==> src/rtl/i2creg_pkg.sv <==
package i2creg_pkg;
  typedef enum logic [2:0] {
    ST_IDLE,
    ST_ADDR,
    ST_OFFS,
    ST_WCNT,
    ST_WDATA,
    ST_RCNT,
    ST_RDATA
  } tgt_state_e;
endpackage

==> src/rtl/i2creg_line_sync.sv <==
module i2creg_line_sync #(
  parameter int STAGES = 2
) (
  input  logic clk,
  input  logic rst_n,
  input  logic scl_in,
  input  logic sda_in,
  output logic scl_q,
  output logic sda_q,
  output logic scl_rise,
  output logic scl_fall,
  output logic start_det,
  output logic stop_det
);
  localparam int LINES = 2;

  logic [LINES-1:0] raw;
  logic [LINES-1:0] synced;
  logic             scl_p, sda_p;

  assign raw = {scl_in, sda_in};

  for (genvar g = 0; g < LINES; g++) begin : g_line
    logic [STAGES-1:0] sh;
    always_ff @(posedge clk or negedge rst_n) begin
      if (!rst_n) sh <= '1;
      else        sh <= {sh[STAGES-2:0], raw[g]};
    end
    assign synced[g] = sh[STAGES-1];
  end

  assign scl_q = synced[1];
  assign sda_q = synced[0];

  always_ff @(posedge clk or negedge rst_n) begin
    if (!rst_n) begin
      scl_p <= 1'b1;
      sda_p <= 1'b1;
    end else begin
      scl_p <= scl_q;
      sda_p <= sda_q;
    end
  end

  assign scl_rise  = scl_q & ~scl_p;
  assign scl_fall  = ~scl_q & scl_p;
  assign start_det = scl_q & scl_p & sda_p & ~sda_q;
  assign stop_det  = scl_q & scl_p & ~sda_p & sda_q;
endmodule

==> src/rtl/i2creg_file.sv <==
module i2creg_file #(
  parameter int          OE_BITS  = 4,
  parameter int          ID_INDEX = 6,
  parameter logic [7:0]  ID_VALUE = 8'h01
) (
  input  logic               clk,
  input  logic               rst_n,
  input  logic               wr_en,
  input  logic [7:0]         wr_addr,
  input  logic [7:0]         wr_data,
  input  logic [7:0]         rd_addr,
  output logic [7:0]         rd_data,
  output logic [OE_BITS-1:0] oe_out
);
  localparam logic [7:0] ID_ADDR = 8'(ID_INDEX);

  logic [OE_BITS-1:0] oe_q;
  logic               unused_hi;

  assign unused_hi = ^wr_data[7:OE_BITS];

  always_ff @(posedge clk or negedge rst_n) begin
    if (!rst_n)                          oe_q <= '1;
    else if (wr_en && wr_addr == 8'd0)   oe_q <= wr_data[OE_BITS-1:0];
  end

  always_comb begin
    rd_data = 8'd0;
    if (rd_addr == 8'd0)         rd_data[OE_BITS-1:0] = oe_q;
    else if (rd_addr == ID_ADDR) rd_data = ID_VALUE;
  end

  assign oe_out = oe_q;
endmodule

==> src/rtl/i2creg_engine.sv <==
module i2creg_engine
  import i2creg_pkg::*;
#(
  parameter logic [6:0] DEV_ADDR = 7'h69,
  parameter int         NUM_REGS = 7
) (
  input  logic       clk,
  input  logic       rst_n,
  input  logic       sda_q,
  input  logic       scl_rise,
  input  logic       scl_fall,
  input  logic       start_det,
  input  logic       stop_det,
  input  logic [7:0] rd_data,
  output logic       sda_oe,
  output logic       wr_en,
  output logic [7:0] wr_addr,
  output logic [7:0] wr_data,
  output logic [7:0] rd_addr,
  output tgt_state_e state
);
  localparam logic [7:0] WR_BYTE = {DEV_ADDR, 1'b0};
  localparam logic [7:0] RD_BYTE = {DEV_ADDR, 1'b1};
  localparam logic [7:0] NREG8   = 8'(NUM_REGS);

  tgt_state_e nxt;
  logic [3:0] bit_cnt;
  logic [7:0] shreg, txreg, ptr, remain, blk_cnt;
  logic       mack;

  assign blk_cnt = (ptr < NREG8) ? (NREG8 - ptr) : 8'd0;
  assign rd_addr = ptr + {7'd0, state == ST_RDATA};

  always_ff @(posedge clk or negedge rst_n) begin
    if (!rst_n) begin
      state <= ST_IDLE; nxt <= ST_IDLE; bit_cnt <= '0;
      shreg <= '0; txreg <= '0; ptr <= '0; remain <= '0;
      mack <= 1'b1; sda_oe <= 1'b0;
      wr_en <= 1'b0; wr_addr <= '0; wr_data <= '0;
    end else begin
      wr_en <= 1'b0;
      if (start_det) begin
        state <= ST_ADDR; bit_cnt <= '0; sda_oe <= 1'b0;
      end else if (stop_det) begin
        state <= ST_IDLE; bit_cnt <= '0; sda_oe <= 1'b0;
      end else begin
        case (state)
          ST_IDLE: ;
          ST_RCNT, ST_RDATA: begin
            if (scl_rise && bit_cnt == 4'd8) mack <= sda_q;
            if (scl_fall) begin
              if (bit_cnt < 4'd8) begin
                bit_cnt <= bit_cnt + 4'd1;
                txreg   <= {txreg[6:0], 1'b0};
                sda_oe  <= (bit_cnt == 4'd7) ? 1'b0 : ~txreg[6];
              end else begin
                bit_cnt <= '0;
                if (state == ST_RDATA) ptr <= ptr + 8'd1;
                if (!mack) begin
                  state <= ST_RDATA; txreg <= rd_data; sda_oe <= ~rd_data[7];
                end else begin
                  state <= ST_IDLE; sda_oe <= 1'b0;
                end
              end
            end
          end
          default: begin
            if (scl_rise && bit_cnt < 4'd8) begin
              shreg   <= {shreg[6:0], sda_q};
              bit_cnt <= bit_cnt + 4'd1;
            end
            if (scl_fall && bit_cnt == 4'd8) begin
              bit_cnt <= 4'd9;
              case (state)
                ST_ADDR: begin
                  if (shreg == WR_BYTE)      begin sda_oe <= 1'b1; nxt <= ST_OFFS; end
                  else if (shreg == RD_BYTE) begin sda_oe <= 1'b1; nxt <= ST_RCNT; end
                  else                       state <= ST_IDLE;
                end
                ST_OFFS: begin sda_oe <= 1'b1; ptr <= shreg;    nxt <= ST_WCNT;  end
                ST_WCNT: begin sda_oe <= 1'b1; remain <= shreg; nxt <= ST_WDATA; end
                default: begin
                  nxt <= ST_WDATA;
                  if (remain != 8'd0) begin
                    sda_oe  <= 1'b1;
                    wr_en   <= 1'b1;
                    wr_addr <= ptr;
                    wr_data <= shreg;
                    ptr     <= ptr + 8'd1;
                    remain  <= remain - 8'd1;
                  end
                end
              endcase
            end else if (scl_fall && bit_cnt == 4'd9) begin
              bit_cnt <= '0;
              sda_oe  <= 1'b0;
              state   <= nxt;
              if (nxt == ST_RCNT) begin
                txreg  <= blk_cnt;
                sda_oe <= ~blk_cnt[7];
              end
            end
          end
        endcase
      end
    end
  end
endmodule

==> src/rtl/i2creg_target.sv <==
module i2creg_target
  import i2creg_pkg::*;
#(
  parameter logic [6:0] DEV_ADDR    = 7'h69,
  parameter int         NUM_REGS    = 7,
  parameter int         OE_BITS     = 4,
  parameter int         ID_INDEX    = 6,
  parameter logic [7:0] ID_VALUE    = 8'h01,
  parameter int         SYNC_STAGES = 2
) (
  input  logic               clk,
  input  logic               rst_n,
  input  logic               scl_in,
  input  logic               sda_in,
  output logic               sda_oe,
  output logic [OE_BITS-1:0] oe_out
);
  logic       scl_q, sda_q, scl_rise, scl_fall, start_det, stop_det;
  logic       wr_en;
  logic [7:0] wr_addr, wr_data, rd_addr, rd_data;
  tgt_state_e state;

  i2creg_line_sync #(.STAGES(SYNC_STAGES)) u_sync (
    .clk, .rst_n, .scl_in, .sda_in,
    .scl_q, .sda_q, .scl_rise, .scl_fall, .start_det, .stop_det
  );

  i2creg_engine #(.DEV_ADDR(DEV_ADDR), .NUM_REGS(NUM_REGS)) u_eng (
    .clk, .rst_n, .sda_q, .scl_rise, .scl_fall, .start_det, .stop_det,
    .rd_data, .sda_oe, .wr_en, .wr_addr, .wr_data, .rd_addr, .state
  );

  i2creg_file #(.OE_BITS(OE_BITS), .ID_INDEX(ID_INDEX), .ID_VALUE(ID_VALUE)) u_file (
    .clk, .rst_n, .wr_en, .wr_addr, .wr_data, .rd_addr, .rd_data, .oe_out
  );
endmodule

==> config.mk <==
export PLATFORM = sky130hd
export DESIGN_NAME = i2creg_target
export DESIGN_NICKNAME = d
export VERILOG_FILES = /design/src/rtl/i2creg_pkg.sv /design/src/rtl/i2creg_line_sync.sv /design/src/rtl/i2creg_file.sv /design/src/rtl/i2creg_engine.sv /design/src/rtl/i2creg_target.sv
export SDC_FILE = /design/constraint.sdc
export NUM_CORES = 1
export LEC_CHECK = 0
export ABC_CLOCK_PERIOD_IN_PS = 2700
export CELL_PAD_IN_SITES_DETAIL_PLACEMENT = 1
export CELL_PAD_IN_SITES_GLOBAL_PLACEMENT = 1
export CORE_MARGIN = 2
export CORE_UTILIZATION = 39
export DETAILED_ROUTE_END_ITERATION = 12
export GPL_ROUTABILITY_DRIVEN = 1
export HOLD_SLACK_MARGIN = 0.1
export PLACE_DENSITY = 0.65
export SKIP_CTS_REPAIR_TIMING = 1
export SLEW_MARGIN = 20
export SYNTH_ARGS = -nofsm -noshare
export SYNTH_HDL_FRONTEND = slang
export SYNTH_SLANG_ARGS = --single-unit
==> constraint.sdc <==
create_clock -name clk -period 2.7 [get_ports clk]
set_clock_uncertainty 0.05 [all_clocks]
set_input_delay 0.54 -clock clk [delete_from_list [all_inputs] [get_ports clk]]
set_output_delay 0.54 -clock clk [all_outputs]
set_load 0.05 [all_outputs]
# Yosys cells after proc, flatten, opt, wreduce, memory -nomap -nowiden
# Cells that the tools add are included.
# word_totals
ff_bits,66
input_bits,4
# op_classes
n_addsub,5
magnitude_cmp,2
n_eq_ne,27
mux,61
n_bitwise,20
n_reduce_logical,32
# op_table
operator,count
$mux 8,7
$pmux 8 s2,3
$mux 7,6
$mux 3,12
$mux 4,8
$mux 1,19
$eq 8x8->1 const B,2
$logic_not 8->1,2
$ne 5x5->1 const B,3
$ne 7x7->1 const B,2
$pmux 7 s2,1
$not 1->1,12
$pmux 3 s2,2
$reduce_and 6->1,2
$reduce_and 5->1,2
$eq 3x3->1 const B,3
$reduce_and 9->1,1
$add 8x1->8,1
$add 8x1->8 const B,1
$eq 4x4->1 const B,2
$eq 8x3->1 const B,1
$lt 8x3->1 const B,1
$pmux 4 s2,1
$reduce_and 4->1,2
28 further kinds,51

# Logic depth before layout (Yosys ltp)
# Gate-level depths: netlist of the first run.
# logic_depth
word_depth,9
depth_mapped,11
ltp_nobuf,9

# Hierarchy
# A second synthesis of the first run with hierarchy kept.
# hier_totals
cells_unflattened,418
area_unflattened_um2,4260.3
# modules_own_cells
module,n_inst,cells_each,area_per_inst_um2
i2creg_engine,1,378,3796.1
i2creg_file,1,30,274.0
i2creg_line_sync,1,10,190.2

# Least setup slack after synthesis of the first run
# Ideal clock, no wire load.
# synth_path
path_type,register to register
from,register u_eng.state[0]
to,register u_eng.txreg[1]
setup_time_ns,0.082
arrival_time_ns,2.344
required_time_ns,2.568
setup_slack_ns,0.224
stages_incl_launch_ff,11
path_buffers,2
synth_period_minus_slack_ns,2.476
path_cell_list,dfrtp_1 -> buf_4 -> buf_2 -> nand2b_1 -> nor2_1 -> ha_1 -> ha_1 -> or4_1 -> nor4_2 -> nand3_1 -> a31oi_1
# synth_between
elab_chain_cells,8
elab_cells_between_ends,18
classes_between,add/sub (1); eq/ne (5); mux (5); bitwise (1); reduce/logical (6)
# synth_rtl
item,line_no,text
"start, declared",i2creg_engine.sv:20,output tgt_state_e state
"start signal, assigned",i2creg_engine.sv:97,state <= nxt;
$eq 3x3->1,"i2creg_engine.sv:32, i2creg_engine.sv:47",
$add 8x1->8,i2creg_engine.sv:32,"assign rd_addr = ptr + {7'd0, state == ST_RDATA};"
$logic_not 8->1,i2creg_file.sv:29,if (rd_addr == 8'd0) rd_data[OE_BITS-1:0] = oe_q;
$mux 4,i2creg_file.sv:29,
$mux 7,i2creg_engine.sv:59,if (!mack) begin
$mux 7,i2creg_engine.sv:52,if (bit_cnt < 4'd8) begin
$mux 7,i2creg_engine.sv:51,if (scl_fall) begin
$pmux 7 s2,i2creg_engine.sv:47,case (state)
"end signal, assigned",i2creg_engine.sv:54,"txreg <= {txreg[6:0], 1'b0};"
"end signal, assigned",i2creg_engine.sv:99,txreg <= blk_cnt;
"end, declared",i2creg_engine.sv:28,"logic [7:0] shreg, txreg, ptr, remain, blk_cnt;"
# Parallel ways exist; a longest one is shown, timed or not. The select of a mux whose other input is x is not followed.
# A chain may end at the register's enable or synchronous reset.

# Worst setup path in the final report of the first run
# layout_path
from,register u_eng.state[0]
to,register u_eng.txreg[3]
# Same word-level chain as after synthesis.

==> results.cfg, run 1 <==
[status]
status = completed

[timing]
worst_pin_slew_ns = 0.633
drv_slew = 0
fmax_mhz = 415
post-route-period-util_pct = 89.2
rsz0062_at_grt = no
finalSetupViolCount = 0
fin_ws_ns = 0.290
relSlewSlack_pct = 57.7
setup-tns-final_ns = 0
hold_viol = 0
period_needed_ns = 2.41

[placement]
portBuffers = 8
gp_congestion = 0.848
place_hpwl_um = 7440
post-place-ws_ns = 0.326
placed_cells = 533

[cts]
cts-buffers-inserted = 9
cts_tree = yes
path_clk_slew_ns = 0.08
clockBufferDepth = 2
clkLatencyLatePin_ns = 0.36
htree_levels = 3
cts_root_buf = clkbuf_8
cts.sinks = 66

[floorplan]
row_count = 36
die_w_um = 104
start_util_pct = 39.9
io_pins = 9
dieArea_um2 = 10700
die_h_um = 104
core_area_um2 = 9680

[global_route]
grt-ovfl-total = 0
antenna_found_initial = 0
grt_pass1_vias = 3348
grt_max_degree = 48
grt_pass1_wl_um = 17400
grt_usage_pct = 20.3

[route]
drt_iter0_markers = 92
via_count = 3194
ant_nets = 0
wl_per_cell_um = 18.8
wl_um = 10300
via_per_inst = 5.82
firstDrtPassIters = 4
drc_errors = 0

[critical_path]
path_max_fanout = 3
cpPeakStageDelay_ns = 0.55
critPathCaptureType = flip-flop
cp_cell_sequence = nand2b_1 -> nor2_1 -> ha_1 -> ha_1 -> or4_1 -> nor4_2 -> nand3_1 -> a31oi_1
r2r_end = u_eng.txreg[3]
arrival_ns = 2.64
reg2reg_depth = 8
path_delay_family = simple AND/OR/NAND/NOR gates
rrSetupSlack_ns = 0.29
path_buf_inv = 0
cpMaxStageDelayCell = or4_1
start_kind = flip-flop
cp.required_ns = 2.93
r2r-start = u_eng.state[0]
crit_top_cell = ha_1
critical_path_class = flip-flop to flip-flop

[power]
clkPwrFrac_pct = 38.8
p_leak_nw = 1.92
cellInternalPower_mw = 1.60
peakVddDrop_uv = 241
p_switching_uw = 651
powerDensity_nw_per_um2 = 518
seqPwrFrac_pct = 48.2
swShare_pct = 28.9
p_comb_share_pct = 13.0
p_total_mw = 2.25

[synth]
ys_ff_latch = 66
ys_top_cells_by_area = dfrtp_1 36%, dfstp_2 7.5%, a21oi_1 4.7%
netlist_area_um2 = 3870
yosysUniqueCellTypes = 67
async_flop_share_pct = 100
postSynthCellCount = 394
yosys_most_used_dff = dfrtp_1
synth_edf_count = 0
synth.net_count = 409
yosysSeqAreaShare_pct = 43.0
ys_warn_count = 0
netlist.top_cell.by_area = dfrtp_1
synthTopCellsByCount = 55 x dfrtp_1, 36 x a21oi_1, 31 x nand2_1
avgSynthCellArea_um2 = 9.82
synth_top_area_share_pct = 35.6
yosys.cell_count.top_type = dfrtp_1

[cells_and_area]
finalNonFillerCells = 549
fin_util_pct = 45.0
drive_gt1_share_pct = 18.5
antenna_cells = 0
final_nets = 426
syn_to_final_growth_pct = 12.5

[job]
cap_violations = 0

[worst_hold_path]
hold_class = input pin to async pin
[cells in the final DEF (no fill, tap or decap), drive strengths merged, types with 3 or more instances in the layout]
cell type      netlist  layout
dfrtp               55      55
a21oi               36      36
nand2               31      31
mux2                30      30
nor2                21      21
o21ai               19      19
buf                 15      19
a31oi               18      18
nand3               16      16
inv                 14      15
ha                  11      11
dfstp               11      11
clkbuf               5      10
nor3                 9       9
nand2b               7       7
nand4                7       7
clkdlybuf4s50        0       7
and3                 6       6
o211ai               6       6
and2                 6       6
nor4                 6       6
o22a                 4       4
o22ai                4       4
clkinv               1       4
nor3b                3       3
xor2                 3       3
nor4b                3       3
a21o                 3       3
o21a                 3       3
o32a                 3       3
nor2b                3       3
a211oi               3       3
[how the worst max path moves through the flow]
stage,depth (start not counted),to,startpoint,slack (ns)
floorplan,10,u_eng.txreg[1],u_eng.state[0],0.22
global placement,7,u_eng.txreg[4],u_eng.bit_cnt[0],0.39
detailed placement,8,u_eng.txreg[3],u_eng.state[0],0.33
CTS,8,u_eng.txreg[3],u_eng.state[0],0.29
global route,8,u_eng.txreg[3],u_eng.state[0],0.05
finish,8,u_eng.txreg[3],u_eng.state[0],0.29
[kinds of logic (layout without fill, tap and decap cells)]
kind of cell / count (synthesis) / after routing / share of synthesized area [%]
AND/OR/NAND/NOR: 133 / 133 / 19.3
XOR/XNOR: 5 / 5 / 1.33
flip-flops: 66 / 66 / 43.0
multiplexers: 31 / 31 / 9.09
adder cells (fa/ha/maj): 11 / 11 / 3.56
AO/OA/AOI/OAI: 113 / 113 / 19.5
buffers and inverters: 35 / 57 / 4.20
[layout make-up]
type                            count  area [µm²]
Sequential cell                    66        1670
Timing Repair Buffer               26         223
Inverter                           15        56.3
Tap cell                          133         166
Fill cell                        1122        5330
Clock buffer                       10         138
Clock inverter                      6        65.1
Multi-Input combinational cell    293        2040
[metrics by stage]
stage,cell area (µm²),hold WS (ns)
finish,4350,0.0872
CTS,4350,0.0983
floorplan,3870,0.194
global placement,4150,0.297
global route,4350,0.130
detailed placement,4150,0.298
[flip-flops by register name (all words and copies together) (netlist names)]
| name | flops |
|---|---|
| u_eng.wr_data | 4 |
| u_sync.g_line.sh | 4 |
| u_file.oe_out | 4 |
| u_sync.scl_p | 1 |
| u_eng.mack | 1 |
| u_eng.nxt | 3 |
| u_eng.remain | 8 |
| u_eng.ptr | 8 |
| u_eng.state | 3 |
| u_eng.wr_addr | 8 |
| u_eng.bit_cnt | 4 |
| u_eng.sda_oe | 1 |
| u_eng.shreg | 8 |
| u_eng.txreg | 7 |
| u_sync.sda_p | 1 |
| u_eng.wr_en | 1 |
[routing by layer]
layer  routed length, µm  track usage (%)
met5                   0                0
met2                5050             33.2
met1                4750             26.8
met4                 242             8.40
met3                 275             3.40
[power groups by stage]
stage | logic (mW) | registers (mW) | clock network [mW]
final | 0.293 | 1.09 | 0.875
after global routing | 0.334 | 1.09 | 0.935
after CTS | 0.295 | 1.09 | 0.900
after detailed placement | 0.292 | 1.10 | 0
after global placement | 0.287 | 1.11 | 0
after floorplan | 0.197 | 1.09 | 0
No activity file was read; power rests on OpenSTA's default activity.
==> inputs of run 2 (changes only) <==
Settings changed: CORE_UTILIZATION 39 to 33, PLACE_DENSITY 0.65 to 0.56.
==> run 2 against run 1 <==
Fmax up 0.56%. Setup slack better by 0.014 ns. Critical endpoint unchanged. Highest routed layer unchanged. Power up 11%.
==> results.cfg, run 2 (synthesis gave the netlist of run 1 again) <==
[timing]
hold_viol = 0
setup-tns-final_ns = 0
post-route-period-util_pct = 88.7
rsz0062_at_grt = no
fmax_mhz = 417
drv_slew = 0
relSlewSlack_pct = 58.7
worst_pin_slew_ns = 0.620
period_needed_ns = 2.40
timing.hold.ws_ns = 0.137
finalSetupViolCount = 0

[placement]
portBuffers = 8
gp_congestion = 0.820
place_hpwl_um = 7790
place_area_um2 = 4190
placed_cells = 546

[cells_and_area]
antenna_cells = 0
syn_to_final_growth_pct = 15.5
fin_area_um2 = 4470
drive_gt1_share_pct = 19.1
final_nets = 429
fillerInstances = 1305
layout_commonest_cell = dfrtp_1
mostFrequentLayoutCells = 55 x dfrtp_1, 36 x a21oi_1, 31 x nand2_1
finalNonFillerCells = 562

[global_route]
antenna_found_initial = 0
grt_max_degree = 48
grt-ovfl-total = 0
grt_pass1_wl_um = 18400
grt_usage_pct = 18.7
grt_pass1_vias = 3340

[floorplan]
die_w_um = 112
io_pins = 9
core_area_um2 = 11400
row_count = 39
dieArea_um2 = 12600
die_h_um = 112
start_util_pct = 33.9

[worst_hold_path]
hold_class = input pin to async pin

[critical_path]
critical_path_class = flip-flop to flip-flop
start_kind = flip-flop
arrival_ns = 2.61
path_max_fanout = 3
rrSetupSlack_ns = 0.30
cp.required_ns = 2.91
critPathCaptureType = flip-flop

[power]
clkPwrFrac_pct = 44.5
peakVddDrop_uv = 326
p_comb_share_pct = 11.7
p_leak_nw = 1.97
cellInternalPower_mw = 1.80
p_switching_uw = 691
swShare_pct = 27.7
seqPwrFrac_pct = 43.7
powerDensity_nw_per_um2 = 558

[cts]
clkLatencyLatePin_ns = 0.34
path_clk_slew_ns = 0.06
cts_root_buf = clkbuf_16
htree_levels = 3
cts-buffers-inserted = 9
clockBufferDepth = 2
cts_tree = yes
cts.sinks = 66

[route]
via_count = 3152
via_per_inst = 5.61
drc_errors = 0
firstDrtPassIters = 5
dr_wl_met2_um = 5160
ant_nets = 0
wl_met3_um = 247
drt_iter0_markers = 204
wl_per_cell_um = 19.4
highest_layer = met4
wl_um = 10900
wl_met1_um = 5330

[job]
cap_violations = 0

[status]
status = completed
run 2: cell types whose count changed in the layout (fill, tap and decap cells not counted), sizes merged:
| cell | previous run | this run |
|---|---|---|
| clkinvlp | 1 | 0 |
| bufinv | 1 | 0 |
| buf | 19 | 22 |
| clkinv | 4 | 6 |
run 2: final timing paths:
path	startpoint	endpoint	cells after the start
hold reg to reg	u_sync.g_line[1].sh[0]	u_sync.g_line[1].sh[1]	0
hold / removal	rst_n	u_eng.state[2]	1
max in group asynchronous	rst_n	u_file.oe_out[2]	2
min in group clk	u_sync.g_line[1].sh[0]	u_sync.g_line[1].sh[1]	0
setup / recovery	u_eng.state[0]	u_eng.txreg[3]	8
setup reg to reg	u_eng.state[0]	u_eng.txreg[3]	8
run 2: worst max-delay path, stage by stage (launching register included):
cell and delay, ns:
dfrtp_1 0.37, nand2b_1 0.18, nor2_1 0.11, ha_1 0.22, ha_1 0.28, or4_1 0.54
nor4_2 0.25, nand3_1 0.13, a31oi_1 0.18
run 2: layout make-up:
type | instances | area, µm² | area share (%)
multi-input combinational | 293 | 2040 | 45.7
sequential | 66 | 1670 | 37.3
timing repair buffer | 29 | 245 | 5.49
clock buffer | 10 | 239 | 5.35
tap | 143 | 179 | 4.01
inverter | 15 | 56.3 | 1.26
clock inverter | 6 | 41.3 | 0.924
run 2: per-layer routing:
layer,track usage [%],up-vias
li1,-,1514
met1,26.2,1591
met2,28.6,32
met3,4.05,15
met4,6.75,0
met5,0,-
run 2: stage by stage:
step	total power [mW]	worst slack [ns]	utilization [%]
after floorplan	1.28	0.224	-
after global placement	1.39	0.379	36.7
after detailed placement	1.40	0.311	36.7
after CTS	2.52	0.283	39.1
after global routing	2.61	0.104	39.1
final	2.49	0.304	39.1
run 2: power groups by stage:
stage	clock network, mW	logic [mW]	registers [mW]
floorplan	0	0.197	1.09
global placement	0	0.289	1.10
detailed placement	0	0.294	1.11
CTS	1.14	0.297	1.09
global route	1.18	0.331	1.10
finish	1.11	0.293	1.09
